### src/rtl/mac_pkg.sv
`timescale 1ns/1ps
package mac_pkg;

    // Operation group codes seen on func_code
    localparam logic [5:0] FN_MULACC  = 6'b101000;
    localparam logic [5:0] FN_DWACC   = 6'b101001;
    localparam logic [5:0] FN_NEG_SGN = 6'b011000;
    localparam logic [5:0] FN_NEG_UNS = 6'b011001;

    // How the product is merged into the accumulator
    typedef enum logic [2:0] {
        CMB_ZERO_ADD = 3'd0,
        CMB_ZERO_SUB = 3'd1,
        CMB_ACC_ADD  = 3'd2,
        CMB_ACC_SUB  = 3'd3,
        CMB_LO_ADD   = 3'd4
    } combine_e;

    // Decoded operation carried down the datapath
    typedef struct packed {
        logic     legal;
        combine_e mode;
        logic     uns;
        logic     hi_half;
        logic     has_dst;
    } mac_op_t;

    // Sub-op bits [2:1] inside the multiply/accumulate group
    localparam logic [1:0] SUBGRP_CLEAR = 2'b10;
    localparam logic [1:0] SUBGRP_ACCUM = 2'b01;

endpackage

### src/rtl/mac_decode.sv
`timescale 1ns/1ps
module mac_decode
    import mac_pkg::*;
(
    input  logic [5:0] func_i,
    input  logic [4:0] sub_i,
    output mac_op_t    op_o
);

    always_comb begin
        op_o         = '0;
        op_o.mode    = CMB_ACC_ADD;
        unique case (func_i)
            FN_MULACC: begin
                if (sub_i == 5'b00000) begin
                    // plain accumulate, signed, no result register
                    op_o.legal = 1'b1;
                    op_o.mode  = CMB_ACC_ADD;
                end else if (!sub_i[4] && sub_i[2:1] == SUBGRP_CLEAR) begin
                    op_o.legal   = 1'b1;
                    op_o.mode    = CMB_ZERO_ADD;
                    op_o.uns     = sub_i[0];
                    op_o.hi_half = sub_i[3];
                    op_o.has_dst = 1'b1;
                end else if (!sub_i[4] && sub_i[2:1] == SUBGRP_ACCUM) begin
                    op_o.legal   = 1'b1;
                    op_o.mode    = CMB_ACC_ADD;
                    op_o.uns     = sub_i[0];
                    op_o.hi_half = sub_i[3];
                    op_o.has_dst = 1'b1;
                end
            end
            FN_DWACC: begin
                if (sub_i == 5'b00000) begin
                    op_o.legal = 1'b1;
                    op_o.mode  = CMB_LO_ADD;
                end
            end
            FN_NEG_SGN, FN_NEG_UNS: begin
                if (!sub_i[4] && sub_i[1:0] == 2'b11) begin
                    op_o.legal   = 1'b1;
                    op_o.mode    = sub_i[2] ? CMB_ACC_SUB : CMB_ZERO_SUB;
                    op_o.uns     = func_i[0];
                    op_o.hi_half = sub_i[3];
                    op_o.has_dst = 1'b1;
                end
            end
            default: op_o.legal = 1'b0;
        endcase
    end

endmodule

### src/rtl/mac_mult.sv
`timescale 1ns/1ps
module mac_mult #(
    parameter int OPW = 32,
    localparam int PW = 2 * OPW
) (
    input  logic [OPW-1:0] a_i,
    input  logic [OPW-1:0] b_i,
    input  logic           uns_i,
    output logic [PW-1:0]  prod_o
);

    logic          a_fill, b_fill;
    logic [PW-1:0] a_ext, b_ext;

    // Extending both operands to PW bits makes one truncated multiply
    // serve the signed and unsigned forms.
    assign a_fill = uns_i ? 1'b0 : a_i[OPW-1];
    assign b_fill = uns_i ? 1'b0 : b_i[OPW-1];
    assign a_ext  = {{OPW{a_fill}}, a_i};
    assign b_ext  = {{OPW{b_fill}}, b_i};
    assign prod_o = a_ext * b_ext;

endmodule

### src/rtl/mac_combine.sv
`timescale 1ns/1ps
module mac_combine
    import mac_pkg::*;
#(
    parameter int REGW = 64,
    parameter int OPW  = 32,
    localparam int ACCW = 2 * OPW
) (
    input  logic [REGW-1:0] hi_i,
    input  logic [REGW-1:0] lo_i,
    input  logic [ACCW-1:0] prod_i,
    input  mac_op_t         op_i,
    output logic [REGW-1:0] hi_nx_o,
    output logic [REGW-1:0] lo_nx_o,
    output logic [REGW-1:0] dst_nx_o
);

    logic [ACCW-1:0] acc, acc_nx;
    logic [REGW-1:0] prod_ext;
    logic [OPW-1:0]  half;

    assign acc = {hi_i[OPW-1:0], lo_i[OPW-1:0]};

    // Product widened to a full register for the LO-only accumulate
    generate
        if (REGW > ACCW) begin : g_prod_wide
            assign prod_ext = {{(REGW-ACCW){prod_i[ACCW-1]}}, prod_i};
        end else begin : g_prod_same
            assign prod_ext = prod_i[REGW-1:0];
        end
    endgenerate

    always_comb begin
        unique case (op_i.mode)
            CMB_ZERO_ADD: acc_nx = prod_i;
            CMB_ZERO_SUB: acc_nx = '0 - prod_i;
            CMB_ACC_ADD:  acc_nx = acc + prod_i;
            CMB_ACC_SUB:  acc_nx = acc - prod_i;
            default:      acc_nx = acc;
        endcase
    end

    always_comb begin
        if (op_i.mode == CMB_LO_ADD) begin
            hi_nx_o = hi_i;
            lo_nx_o = lo_i + prod_ext;
        end else begin
            hi_nx_o = {hi_i[REGW-1:OPW], acc_nx[ACCW-1:OPW]};
            lo_nx_o = {lo_i[REGW-1:OPW], acc_nx[OPW-1:0]};
        end
    end

    assign half     = op_i.hi_half ? acc_nx[ACCW-1:OPW] : acc_nx[OPW-1:0];
    assign dst_nx_o = {{(REGW-OPW){half[OPW-1]}}, half};

endmodule

### src/rtl/mac_hilo_unit.sv
`timescale 1ns/1ps
module mac_hilo_unit
    import mac_pkg::*;
#(
    parameter int REGW = 64,
    parameter int OPW  = 32,
    localparam int ACCW = 2 * OPW
) (
    input  logic            clk,
    input  logic            rst,
    input  logic            start,
    input  logic [5:0]      func_code,
    input  logic [4:0]      sub_op,
    input  logic            dst_wr_req,
    input  logic [REGW-1:0] src_a,
    input  logic [REGW-1:0] src_b,
    output logic [REGW-1:0] hi_q,
    output logic [REGW-1:0] lo_q,
    output logic [REGW-1:0] dst_data,
    output logic            dst_valid,
    output logic            res_valid
);

    mac_op_t         op;
    logic [ACCW-1:0] prod;
    logic [REGW-1:0] hi_nx, lo_nx, dst_nx;
    logic [ACCW-1:0] acc_view;
    logic            unused_src_hi;

    // Upper source bits are deliberately ignored
    assign unused_src_hi = ^{src_a[REGW-1:OPW], src_b[REGW-1:OPW]};
    assign acc_view      = {hi_q[OPW-1:0], lo_q[OPW-1:0]};

    mac_decode u_dec (
        .func_i (func_code),
        .sub_i  (sub_op),
        .op_o   (op)
    );

    mac_mult #(.OPW(OPW)) u_mul (
        .a_i    (src_a[OPW-1:0]),
        .b_i    (src_b[OPW-1:0]),
        .uns_i  (op.uns),
        .prod_o (prod)
    );

    mac_combine #(.REGW(REGW), .OPW(OPW)) u_cmb (
        .hi_i     (hi_q),
        .lo_i     (lo_q),
        .prod_i   (prod),
        .op_i     (op),
        .hi_nx_o  (hi_nx),
        .lo_nx_o  (lo_nx),
        .dst_nx_o (dst_nx)
    );

    always_ff @(posedge clk) begin
        if (rst) begin
            hi_q      <= '0;
            lo_q      <= '0;
            dst_data  <= '0;
            dst_valid <= 1'b0;
            res_valid <= 1'b0;
        end else begin
            res_valid <= start;
            dst_valid <= start && op.legal && op.has_dst && dst_wr_req;
            if (start && op.legal) begin
                hi_q <= hi_nx;
                lo_q <= lo_nx;
            end
            if (start && op.legal && op.has_dst && dst_wr_req) begin
                dst_data <= dst_nx;
            end
        end
    end

    // completion pulse follows every start by one cycle
    p_valid_after_start_r12: assert property (@(posedge clk) disable iff (rst)
        start |=> res_valid);
    p_no_valid_idle_r12: assert property (@(posedge clk) disable iff (rst)
        !start |=> (!res_valid && !dst_valid && $stable(hi_q) && $stable(lo_q)));

    // accumulator writes never touch the upper words
    p_upper_kept_r2: assert property (@(posedge clk) disable iff (rst)
        (start && op.mode != CMB_LO_ADD) |=>
            (hi_q[REGW-1:OPW] == $past(hi_q[REGW-1:OPW]) &&
             lo_q[REGW-1:OPW] == $past(lo_q[REGW-1:OPW])));

    // doubleword accumulate leaves HI alone
    p_hi_kept_dword_r10: assert property (@(posedge clk) disable iff (rst)
        (start && op.legal && op.mode == CMB_LO_ADD) |=> $stable(hi_q));

    // illegal codes have no effect
    p_illegal_hold_r13: assert property (@(posedge clk) disable iff (rst)
        (start && !op.legal) |=> ($stable(hi_q) && $stable(lo_q) && !dst_valid));

    // plain accumulate never produces a destination
    p_basic_nodst_r9: assert property (@(posedge clk) disable iff (rst)
        (start && func_code == FN_MULACC && sub_op == 5'b00000) |=> !dst_valid);

    // destination is a sign-extended low word of HI or LO
    p_dst_sext_r11: assert property (@(posedge clk) disable iff (rst)
        dst_valid |-> (dst_data[REGW-1:OPW] == {(REGW-OPW){dst_data[OPW-1]}}));
    p_dst_hilo_r11: assert property (@(posedge clk) disable iff (rst)
        dst_valid |-> (dst_data[OPW-1:0] == hi_q[OPW-1:0] ||
                       dst_data[OPW-1:0] == lo_q[OPW-1:0]));

    // accumulator relation per combine mode
    p_zero_add_r5: assert property (@(posedge clk) disable iff (rst)
        (start && op.legal && op.mode == CMB_ZERO_ADD) |=> acc_view == $past(prod));
    p_zero_sub_r6: assert property (@(posedge clk) disable iff (rst)
        (start && op.legal && op.mode == CMB_ZERO_SUB) |=> (acc_view + $past(prod)) == '0);
    p_acc_add_r7: assert property (@(posedge clk) disable iff (rst)
        (start && op.legal && op.mode == CMB_ACC_ADD) |=>
            acc_view == $past(acc_view) + $past(prod));
    p_acc_sub_r8: assert property (@(posedge clk) disable iff (rst)
        (start && op.legal && op.mode == CMB_ACC_SUB) |=>
            acc_view == $past(acc_view) - $past(prod));

endmodule

### config.mk
export PLATFORM = sky130hd
export DESIGN_NAME = mac_hilo_unit
export DESIGN_NICKNAME = d
export VERILOG_FILES = /design/src/rtl/mac_pkg.sv /design/src/rtl/mac_decode.sv /design/src/rtl/mac_mult.sv /design/src/rtl/mac_combine.sv /design/src/rtl/mac_hilo_unit.sv
export SDC_FILE = /design/constraint.sdc
export NUM_CORES = 2
export LEC_CHECK = 0
export ABC_CLOCK_PERIOD_IN_PS = 11790
export BUFFER_PORTS_ARGS = -buffer_cell sky130_fd_sc_hd__buf_2
export CAP_MARGIN = 10
export CORE_MARGIN = 1.5
export CORE_UTILIZATION = 55
export CTS_BUF_LIST = sky130_fd_sc_hd__clkbuf_16
export CTS_CLUSTER_SIZE = 25
export DETAILED_ROUTE_END_ITERATION = 10
export GPL_TIMING_DRIVEN = 0
export HOLD_SLACK_MARGIN = 0.03
export PLACE_DENSITY_LB_ADDON = 0.08
export SLEW_MARGIN = 20
export SYNTH_ARGS = -nofsm -noshare
export SYNTH_HDL_FRONTEND = slang
export SYNTH_SLANG_ARGS = --single-unit
### constraint.sdc
create_clock -name clk -period 11.79 [get_ports clk]
set_input_delay 0 -clock clk [delete_from_list [all_inputs] [get_ports clk]]
set_output_delay 0 -clock clk [all_outputs]
set_load 0.01 [all_outputs]
=== Word level (Yosys, flattened, before mapping) ===
Index checks and enable logic that the tools add are counted.

* Bits of input ports: 143
* Output and inout bits: 194
* Register bits after elaboration: 130
* Word-level logic and storage cells: 50

* Bitwise logic cells: 1
* Multiplexer cells: 15
* Multiply operators: 1
* Equality and inequality tests: 11
* $add $sub $neg: 4
* Reduce and logical (&&, ||, !) cells: 12

{| class="wikitable"
|+ Operators with widths
! operator !! count
|-
| one-hot mux 64 bit (4 select lines) || 1
|-
| adder 64 bit || 2
|-
| multiplier 33 x 33 -> 64 bit || 1
|-
| 2-to-1 mux 32 bit || 2
|-
| subtractor 1 x 64 -> 64 bit, first input constant || 1
|-
| subtractor 64 bit || 1
|-
| 2-to-1 mux 7 bit || 3
|-
| == test 6 x 5 -> 1 bit, second input constant || 2
|-
| == test 6 bit, second input constant || 2
|-
| one-hot mux 3 bit (3 select lines) || 1
|-
| 2-to-1 mux 4 bit || 2
|-
| == test 3 x 2 -> 1 bit, second input constant || 2
|-
| logical AND 1 bit || 6
|-
| one-hot mux 3 bit (2 select lines) || 1
|-
| zero test 5 bit || 1
|-
| == test 2 bit, second input constant || 2
|-
| AND reduction 2 bit || 2
|-
| == test 3 x 1 -> 1 bit, second input constant || 1
|-
| == test 3 bit, second input constant || 1
|-
| zero test 3 bit || 1
|-
| 2-to-1 mux 3 bit || 1
|-
| one-hot mux 1 bit (3 select lines) || 1
|-
| == test 2 x 1 -> 1 bit, second input constant || 1
|-
| 2-to-1 mux 1 bit || 2
|-
| other kinds (4) || 4
|}

=== Logic depth before layout (Yosys ltp) ===
* Depth after elaboration: 11
* Depth in mapped cells: 52
* Depth with buffers taken out: 49

=== Cells and area by module ===
From an unflattened synthesis, not the netlist that was laid out.

* Cells, all modules: 6990
* Area total of the unflattened synthesis: 58890.2 µm²

{| class="wikitable"
|+ Modules (own cells, without submodules)
! module !! sequential area each (µm²) !! times used !! area each (µm²) !! cells each
|-
| mac_mult || 0.0 || 1 || 37872.6 || 4153
|-
| mac_combine || 0.0 || 1 || 12462.0 || 1946
|-
| mac_hilo_unit || 3883.7 || 1 || 8398.1 || 867
|-
| mac_decode || 0.0 || 1 || 157.7 || 24
|}

=== Least setup slack after synthesis ===
OpenSTA, ideal clock, no wires.

* Path kind: input -> register
* From: in func_code[1]
* To: reg dst_data[29]
* Stages on the path: 44
* Path buffers: 2
* Slack: 0.681 ns
* Data required time: 11.662 ns
* Setup time: 0.128 ns
* Data arrival time: 10.982 ns
* Path through: nor2_1 -> nand4b_1 -> nor3_1 -> a32oi_1 -> and2_1 -> clkbuf_1 -> nand2_1 -> inv_1 -> fa_1 -> fa_1 -> fa_1 -> inv_1 -> fa_1 -> fa_1 -> fa_1 -> fa_1 -> fa_1 -> inv_1 -> [8 not listed] -> or4_4 -> or2_4 -> nor3_2 -> nor2_1 -> xnor2_1 -> ha_1 -> a21oi_1 -> or3b_2 -> nor3_1 -> a211oi_1 -> a221o_1 -> a31oi_1 -> xor2_1 -> nor2_1 -> a211oi_1 -> o221ai_1 -> o21ai_1 -> nor2_1

* Longest elaborated chain between the ends: 8
* Elaborated cells on any way between the ends: 23
* Those cells by class: add/sub: 3; mul: 1; eq/ne: 7; mux: 7; reduce/logical: 5

{| class="wikitable"
|+ RTL lines
! item !! RTL line !! RTL
|-
| start: declaration || mac_hilo_unit.sv:12 || <nowiki>input logic [5:0] func_code,</nowiki>
|-
| == test 6 x 5 -> 1 bit || mac_decode.sv:13 || <nowiki>unique case (func_i)</nowiki>
|-
| OR reduction 2 bit || mac_decode.sv:13 ||
|-
| one-hot mux 3 bit (2 select lines) || mac_decode.sv:13 ||
|-
| 2-to-1 mux 1 bit (on tied branches) || mac_mult.sv:17, mac_mult.sv:18 ||
|-
| multiplier 33 x 33 -> 64 bit || mac_mult.sv:21 || <nowiki>assign prod_o = a_ext * b_ext;</nowiki>
|-
| subtractor 64 bit (tied with other cells) || mac_combine.sv:38 || <nowiki>CMB_ACC_SUB: acc_nx = acc - prod_i;</nowiki>
|-
| one-hot mux 64 bit (4 select lines) || mac_combine.sv:34 || <nowiki>unique case (op_i.mode)</nowiki>
|-
| 2-to-1 mux 32 bit || mac_combine.sv:53 || <nowiki>assign half = op_i.hi_half ? acc_nx[ACCW-1:OPW] : acc_nx[OPW-1:0];</nowiki>
|-
| end signal: assignment || mac_hilo_unit.sv:72 || <nowiki>dst_data <= dst_nx;</nowiki>
|-
| end: declaration || mac_hilo_unit.sv:19 || <nowiki>output logic [REGW-1:0] dst_data,</nowiki>
|}

Parallel ways exist; a longest one is shown, timed or not.
A chain may end at the register's enable or synchronous reset.

=== Final worst setup path ===
* From: in src_a[23]
* To: reg dst_data[29]

* Longest elaborated chain between the ends: 4
* Elaborated cells on any way between the ends: 6
* Those cells by class: add/sub: 3; mul: 1; mux: 2

{| class="wikitable"
|+ RTL lines
! item !! RTL line !! RTL
|-
| start: declaration || mac_hilo_unit.sv:15 || <nowiki>input logic [REGW-1:0] src_a,</nowiki>
|-
| multiplier 33 x 33 -> 64 bit * || mac_mult.sv:21 ||
|-
| subtractor 64 bit (tied with other cells) || mac_combine.sv:38 ||
|-
| one-hot mux 64 bit (4 select lines) * || mac_combine.sv:34 ||
|-
| 2-to-1 mux 32 bit * || mac_combine.sv:53 ||
|}

Every way passes the cells marked *; elsewhere a longest branch is shown, timed or not.

==> impl_metrics.ini <==
[worst_setup_path]
critPathBufInv = 8
crit_arrival_ns = 11.91
reg2reg_to = dst_data[1]
cp_slowest_stage_delay_ns = 0.69
required_ns = 12.10
crit_path_start_kind = input port
r2r_start = lo_q[1]
crit_type = input port to flop
rrSetupSlack_ns = 6.01
crit_family = adder cells
cpMostUsedCell = fa_1
end_kind = flop
reg2regPathDepth = 16
cpMaxStageDelayCell = fa_1
cp_max_fo = 15

[die]
core_sq_um = 96900
start_util = 0.556
num_rows = 114
fp.dieH_microns = 316
ios = 337
fp.dieArea_sq_um = 99800
dieWidth_microns = 316

[synthesis]
yosysWarnings = 0
synth_ff_type = dfxtp_1
synth_area_sq_um = 53800
syn_inst = 6452
synth-async-reset-ratio = 0
synth_top_cell_by_area = fa_1
avgSynthCellArea_sq_um = 8.34
synth.top_cell.area_share = 0.419
yosysSeqAreaShare = 0.0483
synth_seq_cells = 130
synth_area_leaders = fa_1 (42%), ha_1 (7.9%), inv_1 (7.9%)
synth_edf_count = 0
synth.distinct_cells = 106

[routing]
drtIter0Drc = 5163
routedWlPerCell_microns = 26.5
via_per_inst = 6.11
num_vias = 49526
wirelength_microns = 215000
ant_nets = 0
route.detailed.drc = 6
drt_first_pass_iters = 11

[global_routing]
grt_pass1_wl_microns = 310000
grt_overflow = 0
grt_pass1_vias = 48475
track_usage = 0.430
grt_max_degree = 35
antenna_found_initial = 19

[timing]
slew_viol_final = 0
period_needed_ns = 11.60
tightest_slew_ns = 1.24
relSlewSlack = 0.174
setup_viol = 0
fin_crit_sh = 0.984
timing_hold_violations_final = 0
fmax_mhz = 86.2
fin_skew_ns = 0.0231

[worst_hold_path]
holdPathEnd = dst_valid
worstHoldPathCells = 2
hold_class = input port to flop
min_from = rst

[clock_network]
cts_root_buf = clkbuf_16
cts_tree = yes
clock_latency_ns = 0.47
cts_buffers = 17
cts_sinks = 130
htreeDepth = 4
clockBufferDepth = 2
cts.clk_slew.worst_paths_ns = 0.07

[cells_and_area]
fin_nets = 8413
stdcell_count = 8104
n_fill_cell = 8987
areaGrowthSynthToFinish_pct = 10.4
multi_input_area_sq_um = 46500
regArea_sq_um = 2600
drive_above_1_share = 0.119

[placement]
io_buffer_count = 235
place_hpwl_microns = 181000
placedCellCount = 7997
place_congestion = 1.05

[job]
drv_cap = 0

[outcome]
failed_checks = DRC
outcome = finished, violations left
## flip-flops by register name (all words and copies together), names as in the netlist
| signal | cells |
|---|---|
| dst_valid | 1 |
| hi_q | 32 |
| res_valid | 1 |
| lo_q | 64 |
| dst_data | 32 |
## cells by family (layout without fill, tap and decap cells)
kind of cell,count (synthesis),count (layout),share of synthesized area
buf+inv,1532,1866,0.112
fa+ha+maj,1466,1466,0.498
xor+xnor,241,241,0.0392
other cells,1,43,0.0000697
compound gates,955,955,0.118
simple gates,2117,2117,0.182
flops,130,130,0.0483
mux,10,10,0.00188
## cell type report
type,instances,share of cell area
multi-input combinational,4821,0.783
inverter,1128,0.0715
sequential,130,0.0438
buffer,387,0.0339
timing repair buffer,319,0.0309
tap,1276,0.0269
clock buffer,17,0.00716
clock inverter,15,0.00240
antenna,11,0.000463
## metrics by stage
| step | util | hold WS, ns | TNS (ns) | instance area, sq um | setup WS (ns) |
|---|---|---|---|---|---|
| 6_report | 0.614 | 0.0700 | 0 | 59400 | 0.188 |
| 5_1_grt | 0.613 | 0.0961 | -0.303 | 59400 | -0.0744 |
| 4_1_cts | 0.601 | 0.0589 | 0 | 58200 | 0.000658 |
| 3_5_place_dp | 0.586 | 0.257 | -117.84 | 56800 | -2.97 |
| 3_3_place_gp | 0.586 | 0.253 | -159.95 | 56700 | -3.44 |
| 2_1_floorplan | - | 0.128 | 0 | 54000 | 0.681 |
## layer usage
layer | global-route usage | share of wire | routed length, microns
met3 | 0.136 | 0.13 | 28200
met1 | 0.583 | 0.39 | 83100
met2 | 0.623 | 0.42 | 90700
met4 | 0.208 | 0.058 | 12400
met5 | 0.00331 | 0.00055 | 119
## synth_stat cells, types with 9 or more instances
| master | n |
|---|---|
| xor2_1 | 74 |
| o21ai_0 | 145 |
| and3_1 | 62 |
| a221o_1 | 9 |
| nor2_1 | 303 |
| nand2b_1 | 20 |
| and4_1 | 11 |
| or2_2 | 23 |
| buf_2 | 10 |
| and2_1 | 293 |
| a211oi_1 | 73 |
| a21o_1 | 115 |
| o31ai_1 | 15 |
| nand4_1 | 28 |
| o21ai_1 | 16 |
| a31oi_1 | 27 |
| o211ai_1 | 33 |
| nor3_1 | 111 |
| dfxtp_1 | 130 |
| nor2b_1 | 23 |
| buf_4 | 65 |
| or3_1 | 36 |
| nand2_1 | 1056 |
| inv_1 | 1127 |
| o22ai_1 | 12 |
| o21bai_1 | 39 |
| mux2i_1 | 9 |
| a221oi_1 | 13 |
| a22oi_1 | 11 |
| a311oi_1 | 11 |
| xnor2_1 | 167 |
| a211o_1 | 10 |
| a41oi_1 | 12 |
| o21a_1 | 29 |
| clkbuf_1 | 323 |
| nand3_1 | 78 |
| nand3b_1 | 11 |
| fa_1 | 1127 |
| ha_1 | 339 |
| a21oi_1 | 279 |
| nor4_1 | 14 |
## how the worst max path moves through the flow
stage / from / end / slack, ns / depth (start not counted)
finish: src_a[23] / dst_data[29] / 0.19 / 46
CTS: src_b[20] / dst_data[26] / 0.0007 / 44
detailed placement: func_code[1] / hi_q[30] / -2.97 / 47
floorplan: func_code[1] / dst_data[29] / 0.68 / 44
global placement: func_code[1] / hi_q[30] / -3.44 / 46
global route: src_a[20] / lo_q[63] / -0.07 / 42
## timing repair
action / CTS / global route
hold buffers: 1 / 0
resized for setup: 189 / 337
buffers inserted: 34 / 46
hold endpoints to repair: 1 / 0
pin swaps: 23 / 58
setup endpoints to repair: 68 / 54
## cells in the final DEF, fill, tap and decap left out, types with 12 or more instances in the layout
master	n
a21oi_1	259
xor2_1	64
fa_2	15
and2_1	290
and3_1	59
dfxtp_1	129
nand2_1	1051
nand3_1	75
nand4_1	28
or3_1	32
clkbuf_1	168
a21oi_2	21
a211oi_1	65
buf_4	153
o21bai_1	36
clkbuf_2	93
a21o_1	115
o21a_1	29
a31oi_1	23
nand2b_1	19
conb_1	32
a221oi_1	12
fa_1	1112
nor3_4	15
ha_2	12
xnor2_1	158
buf_2	255
o211ai_1	33
clkbuf_4	24
o21ai_0	134
nor2_1	293
nor2b_1	23
nor3_1	94
ha_1	318
or2_2	22
clkbuf_16	17
inv_1	1123
o21ai_1	24
Power is not shown: default switching activity piles up to over one toggle a cycle in this logic, so the estimate is an artifact.
